File: src/rtl/gcmp_pkg.sv
package gcmp_pkg;
  localparam int ADDR_W = 12;
  localparam int WORD_W = 32;
  localparam int CNT_W  = 64;
  localparam int HI_W   = CNT_W - WORD_W;

  // register offsets (software decodes these)
  localparam logic [ADDR_W-1:0] A_CNT_LO  = 12'h100;
  localparam logic [ADDR_W-1:0] A_CNT_HI  = 12'h104;
  localparam logic [ADDR_W-1:0] A_CNT_ACK = 12'h110;
  localparam logic [ADDR_W-1:0] A_CMP_LO  = 12'h200;
  localparam logic [ADDR_W-1:0] A_CMP_HI  = 12'h204;
  localparam logic [ADDR_W-1:0] A_CMP_INC = 12'h208;
  localparam logic [ADDR_W-1:0] A_CTRL    = 12'h240;
  localparam logic [ADDR_W-1:0] A_IST     = 12'h244;
  localparam logic [ADDR_W-1:0] A_IEN     = 12'h248;
  localparam logic [ADDR_W-1:0] A_GACK    = 12'h24C;

  // control and acknowledge bit positions
  localparam int B_RUN      = 8;
  localparam int B_CMPEN    = 0;
  localparam int B_AUTO     = 1;
  localparam int B_ACK_CTRL = 16;

  localparam int CNT_ACK_N = 2;
  localparam int GL_ACK_N  = 4;
endpackage

File: src/rtl/gcmp_counter.sv
module gcmp_counter #(
  parameter int CW = 64,
  parameter int WW = 32
) (
  input  logic          clk,
  input  logic          rst,
  input  logic          run,
  input  logic          ld_lo,
  input  logic          ld_hi,
  input  logic [WW-1:0] wdata,
  output logic [CW-1:0] cnt
);
  localparam int HW = CW - WW;

  always_ff @(posedge clk) begin
    if (rst) begin
      cnt <= '0;
    end else if (ld_lo || ld_hi) begin
      // a load wins over the count step in the same cycle
      if (ld_lo) cnt[WW-1:0] <= wdata;
      if (ld_hi) cnt[CW-1:WW] <= wdata[HW-1:0];
    end else if (run) begin
      cnt <= cnt + CW'(1);
    end
  end
endmodule

File: src/rtl/gcmp_compare.sv
module gcmp_compare #(
  parameter int CW = 64,
  parameter int WW = 32
) (
  input  logic          clk,
  input  logic          rst,
  input  logic          en,
  input  logic          auto_inc,
  input  logic [CW-1:0] cnt,
  input  logic          wr_lo,
  input  logic          wr_hi,
  input  logic          wr_inc,
  input  logic [WW-1:0] wdata,
  output logic [CW-1:0] cmp,
  output logic [WW-1:0] incr,
  output logic          match
);
  localparam int HW = CW - WW;

  assign match = en && (cnt == cmp);

  always_ff @(posedge clk) begin
    if (rst) begin
      cmp <= '0;
    end else if (wr_lo || wr_hi) begin
      if (wr_lo) cmp[WW-1:0] <= wdata;
      if (wr_hi) cmp[CW-1:WW] <= wdata[HW-1:0];
    end else if (match && auto_inc) begin
      cmp <= cmp + CW'(incr);
    end
  end

  always_ff @(posedge clk) begin
    if (rst)         incr <= '0;
    else if (wr_inc) incr <= wdata;
  end
endmodule

File: src/rtl/gcmp_wack.sv
module gcmp_wack #(
  parameter int N   = 4,
  parameter int DLY = 2
) (
  input  logic         clk,
  input  logic         rst,
  input  logic [N-1:0] ev,
  input  logic         clr_we,
  input  logic [N-1:0] clr_mask,
  output logic [N-1:0] stat
);
  logic [N-1:0] pipe [DLY];

  always_ff @(posedge clk) begin
    if (rst) begin
      for (int i = 0; i < DLY; i++) pipe[i] <= '0;
    end else begin
      pipe[0] <= ev;
      for (int i = 1; i < DLY; i++) pipe[i] <= pipe[i-1];
    end
  end

  // a bit arriving from the delay line wins over a clear in the same cycle
  always_ff @(posedge clk) begin
    if (rst) stat <= '0;
    else     stat <= (stat & ~(clr_we ? clr_mask : '0)) | pipe[DLY-1];
  end
endmodule

File: src/rtl/gcmp_timer.sv
module gcmp_timer
  import gcmp_pkg::*;
#(
  parameter int ACK_DLY = 2
) (
  input  logic              clk,
  input  logic              rst,
  input  logic [ADDR_W-1:0] bus_addr,
  input  logic              bus_wr,
  input  logic [WORD_W-1:0] bus_wdata,
  output logic [WORD_W-1:0] bus_rdata,
  output logic              irq
);
  logic wr_cnt_lo, wr_cnt_hi, wr_cnt_ack;
  logic wr_cmp_lo, wr_cmp_hi, wr_cmp_inc;
  logic wr_ctrl, wr_ist, wr_ien, wr_gack;

  always_comb begin
    wr_cnt_lo  = bus_wr && (bus_addr == A_CNT_LO);
    wr_cnt_hi  = bus_wr && (bus_addr == A_CNT_HI);
    wr_cnt_ack = bus_wr && (bus_addr == A_CNT_ACK);
    wr_cmp_lo  = bus_wr && (bus_addr == A_CMP_LO);
    wr_cmp_hi  = bus_wr && (bus_addr == A_CMP_HI);
    wr_cmp_inc = bus_wr && (bus_addr == A_CMP_INC);
    wr_ctrl    = bus_wr && (bus_addr == A_CTRL);
    wr_ist     = bus_wr && (bus_addr == A_IST);
    wr_ien     = bus_wr && (bus_addr == A_IEN);
    wr_gack    = bus_wr && (bus_addr == A_GACK);
  end

  logic run_q, cmpen_q, auto_q, ist_q, ien_q;

  always_ff @(posedge clk) begin
    if (rst) begin
      run_q   <= 1'b0;
      cmpen_q <= 1'b0;
      auto_q  <= 1'b0;
    end else if (wr_ctrl) begin
      run_q   <= bus_wdata[B_RUN];
      cmpen_q <= bus_wdata[B_CMPEN];
      auto_q  <= bus_wdata[B_AUTO];
    end
  end

  logic [CNT_W-1:0]  cnt, cmp;
  logic [WORD_W-1:0] incr;
  logic              match;

  gcmp_counter #(.CW(CNT_W), .WW(WORD_W)) u_cnt (
    .clk(clk), .rst(rst), .run(run_q),
    .ld_lo(wr_cnt_lo), .ld_hi(wr_cnt_hi), .wdata(bus_wdata), .cnt(cnt)
  );

  gcmp_compare #(.CW(CNT_W), .WW(WORD_W)) u_cmp (
    .clk(clk), .rst(rst), .en(cmpen_q), .auto_inc(auto_q), .cnt(cnt),
    .wr_lo(wr_cmp_lo), .wr_hi(wr_cmp_hi), .wr_inc(wr_cmp_inc),
    .wdata(bus_wdata), .cmp(cmp), .incr(incr), .match(match)
  );

  // interrupt status, enable and the registered request
  always_ff @(posedge clk) begin
    if (rst) begin
      ist_q <= 1'b0;
      ien_q <= 1'b0;
      irq   <= 1'b0;
    end else begin
      if (match)                      ist_q <= 1'b1;
      else if (wr_ist && bus_wdata[0]) ist_q <= 1'b0;
      if (wr_ien) ien_q <= bus_wdata[0];
      irq <= ist_q & ien_q;
    end
  end

  logic [CNT_ACK_N-1:0] cnt_ack;
  logic [GL_ACK_N-1:0]  gl_ack;

  gcmp_wack #(.N(CNT_ACK_N), .DLY(ACK_DLY)) u_cnt_ack (
    .clk(clk), .rst(rst), .ev({wr_cnt_hi, wr_cnt_lo}),
    .clr_we(wr_cnt_ack), .clr_mask(bus_wdata[CNT_ACK_N-1:0]), .stat(cnt_ack)
  );

  gcmp_wack #(.N(GL_ACK_N), .DLY(ACK_DLY)) u_gl_ack (
    .clk(clk), .rst(rst), .ev({wr_ctrl, wr_cmp_inc, wr_cmp_hi, wr_cmp_lo}),
    .clr_we(wr_gack), .clr_mask({bus_wdata[B_ACK_CTRL], bus_wdata[2:0]}),
    .stat(gl_ack)
  );

  logic [WORD_W-1:0] rd_mux;

  always_comb begin
    case (bus_addr)
      A_CNT_LO:  rd_mux = cnt[WORD_W-1:0];
      A_CNT_HI:  rd_mux = WORD_W'(cnt[CNT_W-1:WORD_W]);
      A_CNT_ACK: rd_mux = WORD_W'(cnt_ack);
      A_CMP_LO:  rd_mux = cmp[WORD_W-1:0];
      A_CMP_HI:  rd_mux = WORD_W'(cmp[CNT_W-1:WORD_W]);
      A_CMP_INC: rd_mux = incr;
      A_CTRL:    rd_mux = {23'd0, run_q, 6'd0, auto_q, cmpen_q};
      A_IST:     rd_mux = {31'd0, ist_q};
      A_IEN:     rd_mux = {31'd0, ien_q};
      A_GACK:    rd_mux = {15'd0, gl_ack[3], 13'd0, gl_ack[2:0]};
      default:   rd_mux = '0;
    endcase
  end

  always_ff @(posedge clk) begin
    if (rst) bus_rdata <= '0;
    else     bus_rdata <= rd_mux;
  end
endmodule

File: config.mk
export PLATFORM = sky130hd
export DESIGN_NAME = gcmp_timer
export DESIGN_NICKNAME = d
export VERILOG_FILES = /design/src/rtl/gcmp_pkg.sv /design/src/rtl/gcmp_counter.sv /design/src/rtl/gcmp_compare.sv /design/src/rtl/gcmp_wack.sv /design/src/rtl/gcmp_timer.sv
export SDC_FILE = /design/constraint.sdc
export NUM_CORES = 1
export LEC_CHECK = 0
export BUFFER_PORTS_ARGS = -buffer_cell sky130_fd_sc_hd__buf_2
export CAP_MARGIN = 5
export CORE_AREA = 2 2 155 157
export CTS_CLUSTER_SIZE = 16
export DETAILED_ROUTE_END_ITERATION = 8
export DIE_AREA = 0 0 157 159
export GPL_TIMING_DRIVEN = 0
export PLACE_DENSITY = 0.88
export SYNTH_ARGS = -nofsm -noshare
export SYNTH_HDL_FRONTEND = slang
export SYNTH_SLANG_ARGS = --single-unit
File: constraint.sdc
create_clock -name clk -period 6.65 [get_ports clk]
set_input_delay 1.33 -clock clk [delete_from_list [all_inputs] [get_ports clk]]
set_output_delay 1.33 -clock clk [all_outputs]
set_load 0.01 [all_outputs]
After elaboration in Yosys (flattened, before gate mapping)
Memory sizes are Yosys's and may differ from the RTL's.
Cells that the tools add are included.
{ "classes": {"addsub": 2, "n_mul": 0, "n_div": 0, "n_lt_le_gt_ge": 0, "eq_ne": 15, "shift": 0, "n_mux": 20, "n_bitwise": 11, "n_reduce_logical": 22} }
{ "op_table": {"columns": ["operator", "count"], "rows": [
  ["32-bit case mux with 10 select lines", 1],
  ["64-bit two-way mux", 4],
  ["32-bit two-way mux", 4],
  ["12-bit by 10-bit equality test with 1-bit output, second input constant", 7],
  ["64-bit by 1-bit adder with 64-bit output, second input constant", 1],
  ["64-bit by 32-bit adder with 64-bit output", 1],
  ["64-bit equality test", 1],
  ["12-bit by 9-bit equality test with 1-bit output, second input constant", 3],
  ["1-bit logical AND", 13],
  ["4-bit two-way mux", 3],
  ["2-bit by 1-bit inequality test with 1-bit output, second input constant", 4],
  ["2-bit AND reduction", 4],
  ["2-bit two-way mux", 3],
  ["2-bit nonzero test", 3],
  ["1-bit two-way mux", 5],
  ["4-bit bitwise AND", 1],
  ["4-bit NOT", 1],
  ["1-bit bitwise OR", 4],
  ["4-bit bitwise OR", 1],
  ["2-bit bitwise AND", 1],
  ["1-bit logical OR", 2],
  ["2-bit NOT", 1],
  ["2-bit bitwise OR", 1],
  ["1-bit bitwise AND", 1]
]} }
{ "totals": {"regBits": 204, "latch_bits": 0, "ram_bits": 12, "mem_bits_ro": 0, "out_inout_bits": 33, "elab_cells": 86, "n_memories": 2} }
{ "mem_list": {"columns": ["name", "words", "width", "read_ports", "rd_ports_with_merged_regs", "write_ports", "line_no", "source"], "rows": [
  ["u_gl_ack.pipe", 2, 4, 2, 0, 2, "gcmp_wack.sv:12", "logic [N-1:0] pipe [DLY];"],
  ["u_cnt_ack.pipe", 2, 2, 2, 0, 2, "gcmp_wack.sv:12", null]
]} }

Logic depth before layout (Yosys ltp)
{ "logic_depth": {"word_depth": 6, "mapped_depth": 12} }

Modules after synthesis
A second synthesis with hierarchy kept.
{ "hier_totals": {"hier_cells": 1817, "hier_area_um2": 14448.9} }
{ "modules_own_cells": {"columns": ["mod", "instances", "cells_each", "area_each_um2", "seq_area_each_um2"], "rows": [
  ["gcmp_compare", 1, 955, 7253.2, 1921.8],
  ["gcmp_counter", 1, 545, 4192.8, 1281.2],
  ["gcmp_timer", 1, 268, 2438.6, 760.7],
  ["gcmp_wack (u_gl_ack)", 1, 33, 386.6, 240.2],
  ["gcmp_wack (u_cnt_ack)", 1, 16, 177.7, 120.1]
]} }

Worst setup path before layout
OpenSTA, ideal clock, no wires.
{ "synth_timing": {"kind": "input-to-reg", "from": "input port bus_addr[11]", "to": "register u_cmp.cmp[58]", "t_arrival_ns": 3.566, "t_required_ns": 6.525, "setup_slack_ns": 2.959, "cell_stages": 11, "n_path_buf": 2, "cell_sequence": "or4_1 clkbuf_1 nand2b_1 or3_1 clkbuf_1 nand2_1 nor4b_2 nor2_1 nor4_1 a311oi_1 nor3_1"} }
{ "synth_between": {"elab_chain_cells": 5, "word_cells_on_any_way": 9} }
{ "synth_rtl": {"columns": ["element", "line_no", "source"], "rows": [
  ["from (decl)", "gcmp_timer.sv:8", "input logic [ADDR_W-1:0] bus_addr,"],
  ["12-bit by 10-bit equality test with 1-bit output, on equally long branches", "gcmp_timer.sv:22, gcmp_timer.sv:23", null],
  ["1-bit logical AND, on equally long branches", "gcmp_timer.sv:22, gcmp_timer.sv:23", null],
  ["1-bit logical OR", "gcmp_compare.sv:25", "end else if (wr_lo || wr_hi) begin"],
  ["2-bit by 1-bit inequality test with 1-bit output (no source line) or 2-bit nonzero test (tied branches)", null, null],
  ["2-bit AND reduction (no source line)", null, null],
  ["to (signal, indexed assignment)", "gcmp_compare.sv:26", "if (wr_lo) cmp[WW-1:0] <= wdata;"],
  ["to (signal, indexed assignment)", "gcmp_compare.sv:27", "if (wr_hi) cmp[CW-1:WW] <= wdata[HW-1:0];"],
  ["to (signal assigned)", "gcmp_compare.sv:29", "cmp <= cmp + CW'(incr);"],
  ["to (decl)", "gcmp_compare.sv:14", "output logic [CW-1:0] cmp,"]
]} }
Several ways; a longest one is shown, not always the timed one.
A chain may end at the register's enable or synchronous reset.

Final worst setup path
{ "layout_timing": {"from": "input port bus_addr[11]", "to": "register u_cnt.cnt[59]"} }
{ "layout_between": {"elab_chain_cells": 5, "word_cells_on_any_way": 9} }
{ "layout_rtl": {"columns": ["element", "line_no", "source"], "rows": [
  ["12-bit by 9-bit equality test with 1-bit output, on equally long branches", "gcmp_timer.sv:19, gcmp_timer.sv:20", null],
  ["1-bit logical AND, on equally long branches", "gcmp_timer.sv:19, gcmp_timer.sv:20", null],
  ["1-bit logical OR", "gcmp_counter.sv:18", "end else if (ld_lo || ld_hi) begin"],
  ["2-bit by 1-bit inequality test with 1-bit output (no source line) or 2-bit nonzero test (tied branches)", null, null],
  ["2-bit AND reduction (no source line)", null, null],
  ["to (signal, indexed assignment)", "gcmp_counter.sv:20", "if (ld_lo) cnt[WW-1:0] <= wdata;"],
  ["to (signal, indexed assignment)", "gcmp_counter.sv:21", "if (ld_hi) cnt[CW-1:WW] <= wdata[HW-1:0];"],
  ["to (signal assigned)", "gcmp_counter.sv:23", "cnt <= cnt + CW'(1);"],
  ["to (decl)", "gcmp_counter.sv:11", "output logic [CW-1:0] cnt"]
]} }
Several ways; a longest one is shown, not always the timed one.

==> flow_summary.toml <==
[final_layout]
fillers = 2062
multi_input_area_mm2 = 0.008687
seq_area_mm2 = 0.004324
fin_area_mm2 = 0.01534
fin_nets = 2060
final_cell_mix = "nand2_1, dfxtp_1, a21oi_1, nor2_1, clkbuf_1"
syn2layout_area_growth_pct = 11.71
final_common_cell = "nand2_1"
drive_gt1_frac = 0.07866

[cts]
ctsResizeCount = 0
cts_setup_buffers = 0
ctsHoldBuffers = 0
cts_tree = "built"
root_buffer = "clkbuf_16"
htreeDepth = 1
clock_latency_ps = 540
cts_sinks = 216
clk_pin_slew_ps = 60
numCtsBuffers = 25
clockBufferDepth = 3

[route]
first_iter_violations = 3235
wl_um = 65730
firstDrtPassIters = 6
wl_per_cell_um = 28.38
remaining_drc_errors = 0
drtAntennaViolNets = 0
viasPerCell = 7.241
vias = 16770

[synthesis]
netlist_instances = 1874
avgSynthCellArea_um2 = 7.330
ys_seq_area_frac = 0.3148
synth_compound_area_frac = 0.2913
synth-xor-area-share = 0.05037
syn_area_mm2 = 0.01374
synth-async-reset-ratio = 0
synth_mux_area_frac = 0.003006
ys_seq_elements = 216
synth_area_leaders = "dfxtp_1, nand2_1, a21oi_1"
yosys.area_share.adder = 0.03152
yosysTopAreaCellShare = 0.3148
synth_top_family_by_area = "compound AO/OA/AOI/OAI gates"
yosys.area_share.simple = 0.2562
synthFlopType = "dfxtp_1"
ys_types = 78
yosysTopAreaCell = "dfxtp_1"
syn_nets = 1955
synth_edf_count = 0
yosysWarnings = 0

[power]
ir_drop_mv = 0.1800
finalPower_mw = 2.796
p_leak_nw = 5.244
power_density_mw_per_mm2 = 182.2

[timing]
worstMarginPinSlew_ps = 1320
hold_viol = 0
period_minus_slack_ps = 4563
fin_worst_skew_ps = 10.01
slew_headroom = 0.1200
fmax_ghz = 0.2192
hold_ws_ps = 437.0
slew_viol_final = 0
rsz0062_at_grt = "no"
finalSetupViolations = 0
fin_setup_tns_ps = 0
post-route-period-util = 0.6862

[critical_path]
crit_path_max_fanout = 10
worstPathRequired_ps = 7020
end_kind = "flip-flop"
cp_num_buf_inv = 4
rrSetupSlack_ps = 2300
slowest_delay_ps = 1090
critPathTopFamily = "buffers and inverters"
rr_worst_depth = 11
crit_arrival_ps = 4930
cp-startpoint = "bus_addr[11]"
critPathLaunchType = "primary input"
crit-reg2reg-launch = "u_cmp.cmp[11]"
path_cells = "buf_2 -> or4_1 -> clkbuf_1 -> nor4_1 -> nand3_1 -> clkbuf_1 -> a22oi_1 -> clkbuf_1 -> nor2_1 -> nor2_1 -> a211oi_1"
worst-setup-path-type = "primary input to flip-flop"
cp_common_cell = "clkbuf_1"
crit_cells = 11
crit_slowest_cell = "a22oi_1"

[placement]
portBuffers = 77
hpwl_um = 49450
place_congestion = 1.073
placed_area_mm2 = 0.01452

[min_path]
holdCritStartpoint = "u_gl_ack.pipe[0][1]"
hold_depth = 1
hp-class = "flip-flop to flip-flop"

[grt]
gr-total-overflow = 0
grt_pass1_wl_um = 95560
grt_pass1_vias = 15110
grt_max_degree = 14
antenna_found_initial = 3
grt_use_total = 0.5130

[die]
initial_utilization = 0.5923
die-area_mm2 = 0.02496
die_w_um = 157
core_area_mm2 = 0.02319
fp-row-count = 56
die_h_um = 159
io_pins = 80

[flow_run]
maxCapViolations = 0

[status]
outcome = "finished, final reports clean"
[final cells by class]
| class | count | area share |
|---|---|---|
| multi-input combinational | 1472 | 0.5662 |
| sequential | 216 | 0.2818 |
| clock buffer | 33 | 0.04534 |
| buffer | 158 | 0.04037 |
| tap | 319 | 0.02601 |
| timing repair buffer | 78 | 0.02544 |
| clock inverter | 11 | 0.007828 |
| inverter | 28 | 0.006850 |
| antenna | 1 | 0.0001631 |
[path summary, 6_finish.rpt]
kind                                            end
worst max-delay path                  u_cnt.cnt[59]
worst max register to register        u_cmp.cmp[63]
worst min-delay path            u_gl_ack.pipe[0][5]
worst min register to register  u_gl_ack.pipe[0][5]
[power breakdown]
part / internal, mW / switching, mW
logic: 0.0171 / 0.0810
registers: 1.29 / 0.000233
clock network: 0.812 / 0.592
total: 2.12 / 0.673
[worst reg2reg max path, stage by stage, from the launching register on]
cell,delay (ps)
dfxtp_1,400
ha_1,320
clkbuf_1,280
nand4_1,260
a311oi_2,460
o21ai_1,230
a2111oi_2,770
o211ai_1,490
clkbuf_1,380
o31a_1,360
o21ai_0,160
a21oi_1,80
[logic make-up after synthesis]
| logic type | count (synthesis) |
|---|---|
| fa+ha+maj | 34 |
| buf+inv | 186 |
| simple gates | 733 |
| compound gates | 622 |
| mux | 4 |
| xor+xnor | 79 |
| flops | 216 |
[sequential cells by signal, indices dropped and copies added, names as in the netlist]
| name | cells |
|---|---|
| auto_q | 1 |
| bus_rdata | 32 |
| cmpen_q | 1 |
| ien_q | 1 |
| irq | 1 |
| ist_q | 1 |
| run_q | 1 |
| u_cmp.cmp | 64 |
| u_cmp.incr | 32 |
| u_cnt.cnt | 64 |
| u_cnt_ack.pipe | 4 |
| u_cnt_ack.stat | 2 |
| u_gl_ack.pipe | 8 |
| u_gl_ack.stat | 4 |
[stage by stage]
| stage | setup WS (ps) | cells | util |
|---|---|---|---|
| floorplan | 2959 | 1874 | - |
| global placement | 1572 | 2270 | 0.6261 |
| detailed placement | 1536 | 2270 | 0.6261 |
| CTS | 2083 | 2314 | 0.6613 |
| global route | 2007 | 2315 | 0.6615 |
| finish | 2087 | 2316 | 0.6616 |
[cells in the mapped netlist (all sizes together), types with 6 or more instances]
cell,n
a21oi,180
nor3,36
o21ai,113
o41ai,8
a211oi,61
clkbuf,134
and3,34
buf,24
nand4,38
ha,33
or4,14
inv,28
xnor2,35
a21o,16
nor2,154
o22ai,21
o31ai,20
nand3,74
dfxtp,216
xor2,44
nand2b,18
nor4,32
o21a,6
a311oi,21
or3,9
a22o,7
nand2,263
a31oi,41
a22oi,75
and2,13
nor2b,27
[routing by layer]
layer  part of all wire  track usage
met4              0.086       0.3278
met5            0.00020            0
met3               0.17       0.2085
met2               0.38       0.6966
met1               0.36       0.6671
Note: power is estimated with default switching activity, not from simulation.
